**src/rtl/slot_swap_pkg.sv**
```systemverilog
package slot_swap_pkg;
  // strobes from the sequencing control to the table datapath
  typedef struct packed {
    logic slotAdv;    // last cycle of a slot
    logic periodEnd;  // last cycle of the last slot of a period
    logic bankFlip;   // swap the active bank on this edge
  } seqStrobe_t;

  localparam int DELAY_W = 2;
endpackage

```
**src/rtl/swap_seq_ctrl.sv**
```systemverilog
module swap_seq_ctrl
  import slot_swap_pkg::*;
#(
  parameter int SLOTS        = 8,
  parameter int PERIODS      = 4,
  parameter int CYC_PER_SLOT = 3,
  parameter int SYNC_STAGES  = 2,
  localparam int SLOT_W = (SLOTS > 1) ? $clog2(SLOTS) : 1,
  localparam int CYC_W  = (CYC_PER_SLOT > 1) ? $clog2(CYC_PER_SLOT) : 1
) (
  input  logic               clk,
  input  logic               rstN,
  input  logic               swapToggle,
  input  logic [PERIODS-1:0] swapTarget,
  input  logic               lenWe,
  input  logic [SLOT_W-1:0]  lenLast,
  output seqStrobe_t         strobe,
  output logic [SLOT_W-1:0]  slotIdx,
  output logic               slotStart
);
  localparam logic [CYC_W-1:0]  CYC_LAST   = CYC_W'(CYC_PER_SLOT - 1);
  localparam logic [SLOT_W-1:0] RESET_LAST = SLOT_W'(SLOTS - 1);

  logic [CYC_W-1:0]    cycQ;
  logic [SLOT_W-1:0]   slotQ;
  logic [SLOT_W-1:0]   lastQ;
  logic [SLOT_W-1:0]   pendLastQ;
  logic [PERIODS-1:0]  periodQ;
  logic [PERIODS-1:0]  targetQ;
  logic                armedQ;
  logic [SYNC_STAGES:0] syncQ;   // synchronizer plus one stage for edge detect
  logic                cmdEdge;

  assign cmdEdge = syncQ[SYNC_STAGES] ^ syncQ[SYNC_STAGES-1];

  always_comb begin
    strobe.slotAdv   = (cycQ == CYC_LAST);
    strobe.periodEnd = strobe.slotAdv && (slotQ == lastQ);
    strobe.bankFlip  = strobe.periodEnd && armedQ && (periodQ == targetQ);
  end

  // toggle synchronizer
  always_ff @(posedge clk) begin
    if (!rstN) syncQ <= '0;
    else       syncQ <= {syncQ[SYNC_STAGES-1:0], swapToggle};
  end

  // cycle, slot and period counters
  always_ff @(posedge clk) begin
    if (!rstN) begin
      cycQ    <= '0;
      slotQ   <= '0;
      periodQ <= PERIODS'(1);
    end else begin
      cycQ <= strobe.slotAdv ? '0 : cycQ + 1'b1;
      if (strobe.periodEnd) begin
        slotQ   <= '0;
        periodQ <= {periodQ[PERIODS-2:0], periodQ[PERIODS-1]};
      end else if (strobe.slotAdv) begin
        slotQ <= slotQ + 1'b1;
      end
    end
  end

  // schedule length: pending value adopted at the swap
  always_ff @(posedge clk) begin
    if (!rstN) begin
      lastQ     <= RESET_LAST;
      pendLastQ <= RESET_LAST;
    end else begin
      if (lenWe)           pendLastQ <= lenLast;
      if (strobe.bankFlip) lastQ     <= pendLastQ;
    end
  end

  // request capture; bundled target is stable once the edge is seen
  always_ff @(posedge clk) begin
    if (!rstN) begin
      armedQ  <= 1'b0;
      targetQ <= '0;
    end else if (cmdEdge) begin
      armedQ  <= 1'b1;
      targetQ <= swapTarget;
    end else if (strobe.bankFlip) begin
      armedQ  <= 1'b0;
    end
  end

  assign slotIdx   = slotQ;
  assign slotStart = (cycQ == '0);
endmodule

```
**src/rtl/swap_slot_bank.sv**
```systemverilog
module swap_slot_bank
  import slot_swap_pkg::*;
#(
  parameter int SLOTS = 8,
  parameter int PTR_W = 4,
  localparam int SLOT_W = (SLOTS > 1) ? $clog2(SLOTS) : 1
) (
  input  logic               clk,
  input  logic               rstN,
  input  seqStrobe_t         strobe,
  input  logic [SLOT_W-1:0]  slotIdx,
  input  logic               wrEn,
  input  logic [SLOT_W-1:0]  wrAddr,
  input  logic               wrValid,
  input  logic [PTR_W-1:0]   wrPtr,
  input  logic [DELAY_W-1:0] wrDelay,
  output logic               rdValid,
  output logic [PTR_W-1:0]   rdPtr,
  output logic [DELAY_W-1:0] rdDelay,
  output logic               bankSel
);
  logic               vldMem [2][SLOTS];
  logic [PTR_W-1:0]   ptrMem [2][SLOTS];
  logic [DELAY_W-1:0] dlyMem [2][SLOTS];
  logic               bankQ;
  logic               idleBank;

  assign idleBank = ~bankQ;

  always_ff @(posedge clk) begin
    if (!rstN) begin
      bankQ <= 1'b0;
      for (int b = 0; b < 2; b++) begin
        for (int s = 0; s < SLOTS; s++) begin
          vldMem[b][s] <= 1'b0;
          ptrMem[b][s] <= '0;
          dlyMem[b][s] <= '0;
        end
      end
    end else begin
      if (wrEn) begin
        vldMem[idleBank][wrAddr] <= wrValid;
        ptrMem[idleBank][wrAddr] <= wrPtr;
        dlyMem[idleBank][wrAddr] <= wrDelay;
      end
      if (strobe.bankFlip) bankQ <= ~bankQ;
    end
  end

  assign rdValid = vldMem[bankQ][slotIdx];
  assign rdPtr   = ptrMem[bankQ][slotIdx];
  assign rdDelay = dlyMem[bankQ][slotIdx];
  assign bankSel = bankQ;
endmodule

```
**src/rtl/slot_swap_unit.sv**
```systemverilog
module slot_swap_unit
  import slot_swap_pkg::*;
#(
  parameter int SLOTS        = 8,
  parameter int PERIODS      = 4,
  parameter int CYC_PER_SLOT = 3,
  parameter int SYNC_STAGES  = 2,
  parameter int PTR_W        = 4,
  localparam int SLOT_W = (SLOTS > 1) ? $clog2(SLOTS) : 1
) (
  input  logic               clk,
  input  logic               rstN,
  input  logic               wrEn,
  input  logic [SLOT_W-1:0]  wrAddr,
  input  logic               wrValid,
  input  logic [PTR_W-1:0]   wrPtr,
  input  logic [1:0]         wrDelay,
  input  logic               lenWe,
  input  logic [SLOT_W-1:0]  lenLast,
  input  logic               swapToggle,
  input  logic [PERIODS-1:0] swapTarget,
  output logic               slotStart,
  output logic [SLOT_W-1:0]  curSlot,
  output logic               slotValid,
  output logic [PTR_W-1:0]   slotPtr,
  output logic [1:0]         slotDelay,
  output logic               activeBank
);
  seqStrobe_t        seqStb;
  logic [SLOT_W-1:0] slotIdx;

  swap_seq_ctrl #(
    .SLOTS(SLOTS), .PERIODS(PERIODS),
    .CYC_PER_SLOT(CYC_PER_SLOT), .SYNC_STAGES(SYNC_STAGES)
  ) u_ctrl (
    .clk(clk), .rstN(rstN),
    .swapToggle(swapToggle), .swapTarget(swapTarget),
    .lenWe(lenWe), .lenLast(lenLast),
    .strobe(seqStb), .slotIdx(slotIdx), .slotStart(slotStart)
  );

  swap_slot_bank #(.SLOTS(SLOTS), .PTR_W(PTR_W)) u_bank (
    .clk(clk), .rstN(rstN),
    .strobe(seqStb), .slotIdx(slotIdx),
    .wrEn(wrEn), .wrAddr(wrAddr), .wrValid(wrValid),
    .wrPtr(wrPtr), .wrDelay(wrDelay),
    .rdValid(slotValid), .rdPtr(slotPtr), .rdDelay(slotDelay),
    .bankSel(activeBank)
  );

  assign curSlot = slotIdx;
endmodule

```
**config.mk**
```make
export PLATFORM = sky130hd
export DESIGN_NAME = slot_swap_unit
export DESIGN_NICKNAME = d
export VERILOG_FILES = /design/src/rtl/slot_swap_pkg.sv /design/src/rtl/swap_seq_ctrl.sv /design/src/rtl/swap_slot_bank.sv /design/src/rtl/slot_swap_unit.sv
export SDC_FILE = /design/constraint.sdc
export NUM_CORES = 1
export LEC_CHECK = 0
export ABC_AREA = 1
export BUFFER_PORTS_ARGS = -buffer_cell sky130_fd_sc_hd__buf_2
export CORE_AREA = 4 4 117 119
export DETAILED_ROUTE_END_ITERATION = 7
export DIE_AREA = 0 0 121 123
export HOLD_SLACK_MARGIN = 0.06
export PLACE_DENSITY = 0.71
export SYNTH_ARGS = -nofsm -noshare
export SYNTH_HDL_FRONTEND = slang
export SYNTH_SLANG_ARGS = --single-unit
```
**constraint.sdc**
```tcl
create_clock -name clk -period 1.3 [get_ports clk]
set_input_delay 0.26 -clock clk [delete_from_list [all_inputs] [get_ports clk]]
set_output_delay 0.26 -clock clk [all_outputs]
set_load 0.01 [all_outputs]
```
==> flow_summary.toml <==
[cells_and_area]
antenna_cells = 0
areaGrowthSynthToFinish_pct = 36.1
postLayoutCellArea_um2 = 8420
final_core_utilization_pct = 67.0
count_of_filler_cells_inserted_in_the_layout = 903
final_layout_size_suffix_gt1_share_pct = 31.2
finalNetCount = 766

[synthesis]
synth_area_leader_cell = "edfxtp_1"
synth-main-ff-cell = "edfxtp_1"
dominant_cell_by_count_in_the_synthesized_netlist = "edfxtp_1"
post_synth_num_cell_types = 32
syn-mean-instance-area_um2 = 9.83
synth_top_cell_area_share_pct = 53.9
synth_top_cells_by_area = "edfxtp_1 (54%), dfxtp_1 (8.4%), nor2_1 (5.9%)"
synth_area_um2 = 6180
synth.yosys.seq_area_share_pct = 62.3
synth_seq_cells = 137
number_of_warnings_reported_in_the_yosys_synthesis_log = 0
syn-instance-count = 629
synthArstFlopShare_pct = 0
synth_fp_nets = 654
post_synth_most_frequent_cells = "edfxtp_1 (111), nor2_1 (98), inv_1 (94)"
number_of_synthesized_flops_with_an_enable_pin = 111

[floorplanning]
pin_count = 34
vertical_die_dimension_um = 123
start_util_pct = 49.2
die_area_um2 = 14900
core_area_um2 = 12600
num_rows = 41
die_w_um = 121

[sta]
timing.setup.tns_ns = -5.91
fin_ws_ns = -0.761
worst-slew-pin-transition_ns = 0.355
timing.final.max_slew_violations = 0
setup_viol = 21
min_period_ns = 2.06
finClkSkew_ns = 0.0122
fin_worst_hold_slack_ns = 0.0797
period_utilization_post_route_pct = 159
grt_setup_unrepaired = "true"
hold_viol = 0
maxClockFrequency_ghz = 0.485
timing.max_slew.rel_slack_pct = 76.2

[worst_setup_path]
crit_top_cell = "nand3_1"
cp.arrival_ns = 1.80
critical_path_buf_inv_count = 3
worst_setup_path_end_kind = "output pin"
rr_startpoint = "u_ctrl.cycQ[0]"
setup.worst_path.class = "reg2out"
worstRegToRegCells = 11
cp_slowest_cell = "dfxtp_4"
rrSetupSlack_ns = -0.15
cp_max_fo = 8
cp_slowest_stage_delay_ns = 0.40
timing.critical_path.max_delay_family = "buffers and inverters"
crit_required_ns = 1.04
timing.critical_path.cells = "buf_12 > buf_16 > o21ai_0 > nand3_1 > nand3_1 > nand2_1 > buf_2"
cp_startpoint_kind = "flop"

[run]
drv.max_cap_violation_count = 0

[clock_network]
tritoncts = "done"
cts_inserted_buffers = 17
cts_root_buf = "clkbuf_16"
htree_num_levels = 4
clk-insertion-delay-late_ns = 0.43
clock_path_buffers = 2
clkSlewWorstSetupHoldPaths_ns = 0.06
cts.sink_count = 137

[placed_design]
detailedPlace.worstSlack_ns = -0.268
placed_area_um2 = 7170
place.detailed.hpwl_um = 11200
port_buffers = 33
gp_routability_congestion = 0.897

[worst_hold_path]
timing.hold.worst_path_depth = 3
worst_hold_startpoint = "swapTarget[3]"
holdPathEnd = "u_ctrl.targetQ[3]"
worst_hold_path_type = "in2reg"

[route]
drt_wl_total_um = 17900
viasPerCell = 5.50
dr.pass1.iters = 8
detail_route.wl_per_cell_um = 19.3
route.antenna.remaining_nets = 0
met2RoutedLength_um = 9010
via_count = 5096
detail_route.iter0.violations = 707
top_signal_layer_used = "met4"
wl_met1_um = 6740
wl_met3_um = 1610
post-route-drc-count = 0

[global_route]
grt_antenna_before_repair = 0
grt_pass1_wl_um = 26000
grt_max_degree = 32
grt_pass1_vias = 4875
globalRouteTotalUtil_pct = 23.7
grt.overflow.total = 0

[pwr]
power_per_cell_area_nw_per_um2 = 1390
vdd_ir_drop_max_v = 0.000833
power.leakage_uw = 0.00337

[outcome]
outcome = "finished with violations"
violations = "setup timing"
final cells by class:
class / count / area (um^2) / area share, %
Multi-Input combinational cell: 367 / 2080 / 24.7
Timing Repair Buffer: 120 / 1210 / 14.4
Clock inverter: 15 / 234 / 2.78
Sequential cell: 137 / 3870 / 46.0
Tap cell: 172 / 215 / 2.56
Clock buffer: 17 / 425 / 5.05
Inverter: 98 / 380 / 4.52
cells by family after synthesis:
group / synth area share (%)
adder cells (fa/ha/maj): 0.607
flip-flops: 62.3
AND/OR/NAND/NOR: 18.2
AO/OA/AOI/OAI: 10.0
buffers and inverters: 8.90
power by group:
part           internal (uW)  switching, uW  leakage (uW)  total [uW]
Sequential              4920           86.5       0.00139        5010
Clock                   3450           1980      0.000324        5430
Combinational            524            721       0.00166        1250
worst reg2reg max path: cells and delay by family (launching register included):
kind,cells,cell delay [ns]
AND/OR/NAND/NOR,7,0.74
flip-flops,1,0.32
buffers and inverters,3,0.22
adder cells (fa/ha/maj),1,0.12
flip-flops by register name, indices dropped and copies added (netlist names), named ones only:
| signal | flops |
|---|---|
| u_bank.dlyMem | 32 |
| u_ctrl.slotIdx | 3 |
| u_bank.ptrMem | 64 |
| u_bank.vldMem | 16 |
| u_ctrl.armedQ | 1 |
| u_ctrl.periodQ | 4 |
| u_ctrl.cycQ | 2 |
| u_ctrl.syncQ | 3 |
| u_ctrl.targetQ | 4 |
| u_ctrl.pendLastQ | 3 |
| u_bank.bankSel | 1 |
| u_ctrl.lastQ | 3 |
timing repair:
item / CTS / global route
resized for setup: 58 / 53
hold buffers: 4 / 0
cloned: 4 / 4
buffers inserted: 2 / 4
endpoints found under the hold margin: 4 / 0
endpoints found under the setup margin: 102 / 122
pin swaps: 14 / 18
layout by cell type, fill, tap and decap left out, types with 8 or more instances in the layout:
master / count
buf_4: 46
a21oi_2: 9
edfxtp_1: 111
buf_6: 20
o21ai_1: 14
buf_12: 16
o211ai_1: 29
nand3_1: 45
o21ai_0: 14
inv_1: 92
nand3_2: 8
buf_2: 27
nand2_2: 13
a21oi_1: 29
nand2_4: 8
clkbuf_16: 20
nor2_2: 12
nand2_1: 71
nor2_1: 83
dfxtp_1: 19
through the flow:
stage | instances | power, uW
6_report | 926 | 11700
3_5_place_dp | 879 | 6140
3_3_place_gp | 879 | 6100
4_1_cts | 921 | 11600
2_1_floorplan | 629 | 5650
5_1_grt | 926 | 12000
worst max path at each step:
stage	from	endpoint	slack (ns)	cells after the start
2_1_floorplan	u_bank.bankSel	u_bank.dlyMem[0][0]	-0.05	5
3_3_place_gp	flop	slotPtr[2]	-0.25	7
3_5_place_dp	flop	slotPtr[2]	-0.27	7
4_1_cts	flop	slotPtr[2]	-0.67	7
5_1_grt	flop	slotValid	-0.77	7
6_report	flop	slotValid	-0.76	7
metal layers:
metal / vias up / track usage, %
met5: - / 0
met3: 50 / 5.86
met2: 288 / 39.6
li1: 2332 / -
met1: 2426 / 29.7
met4: 0 / 9.49
No activity file was read; power rests on OpenSTA's default activity.
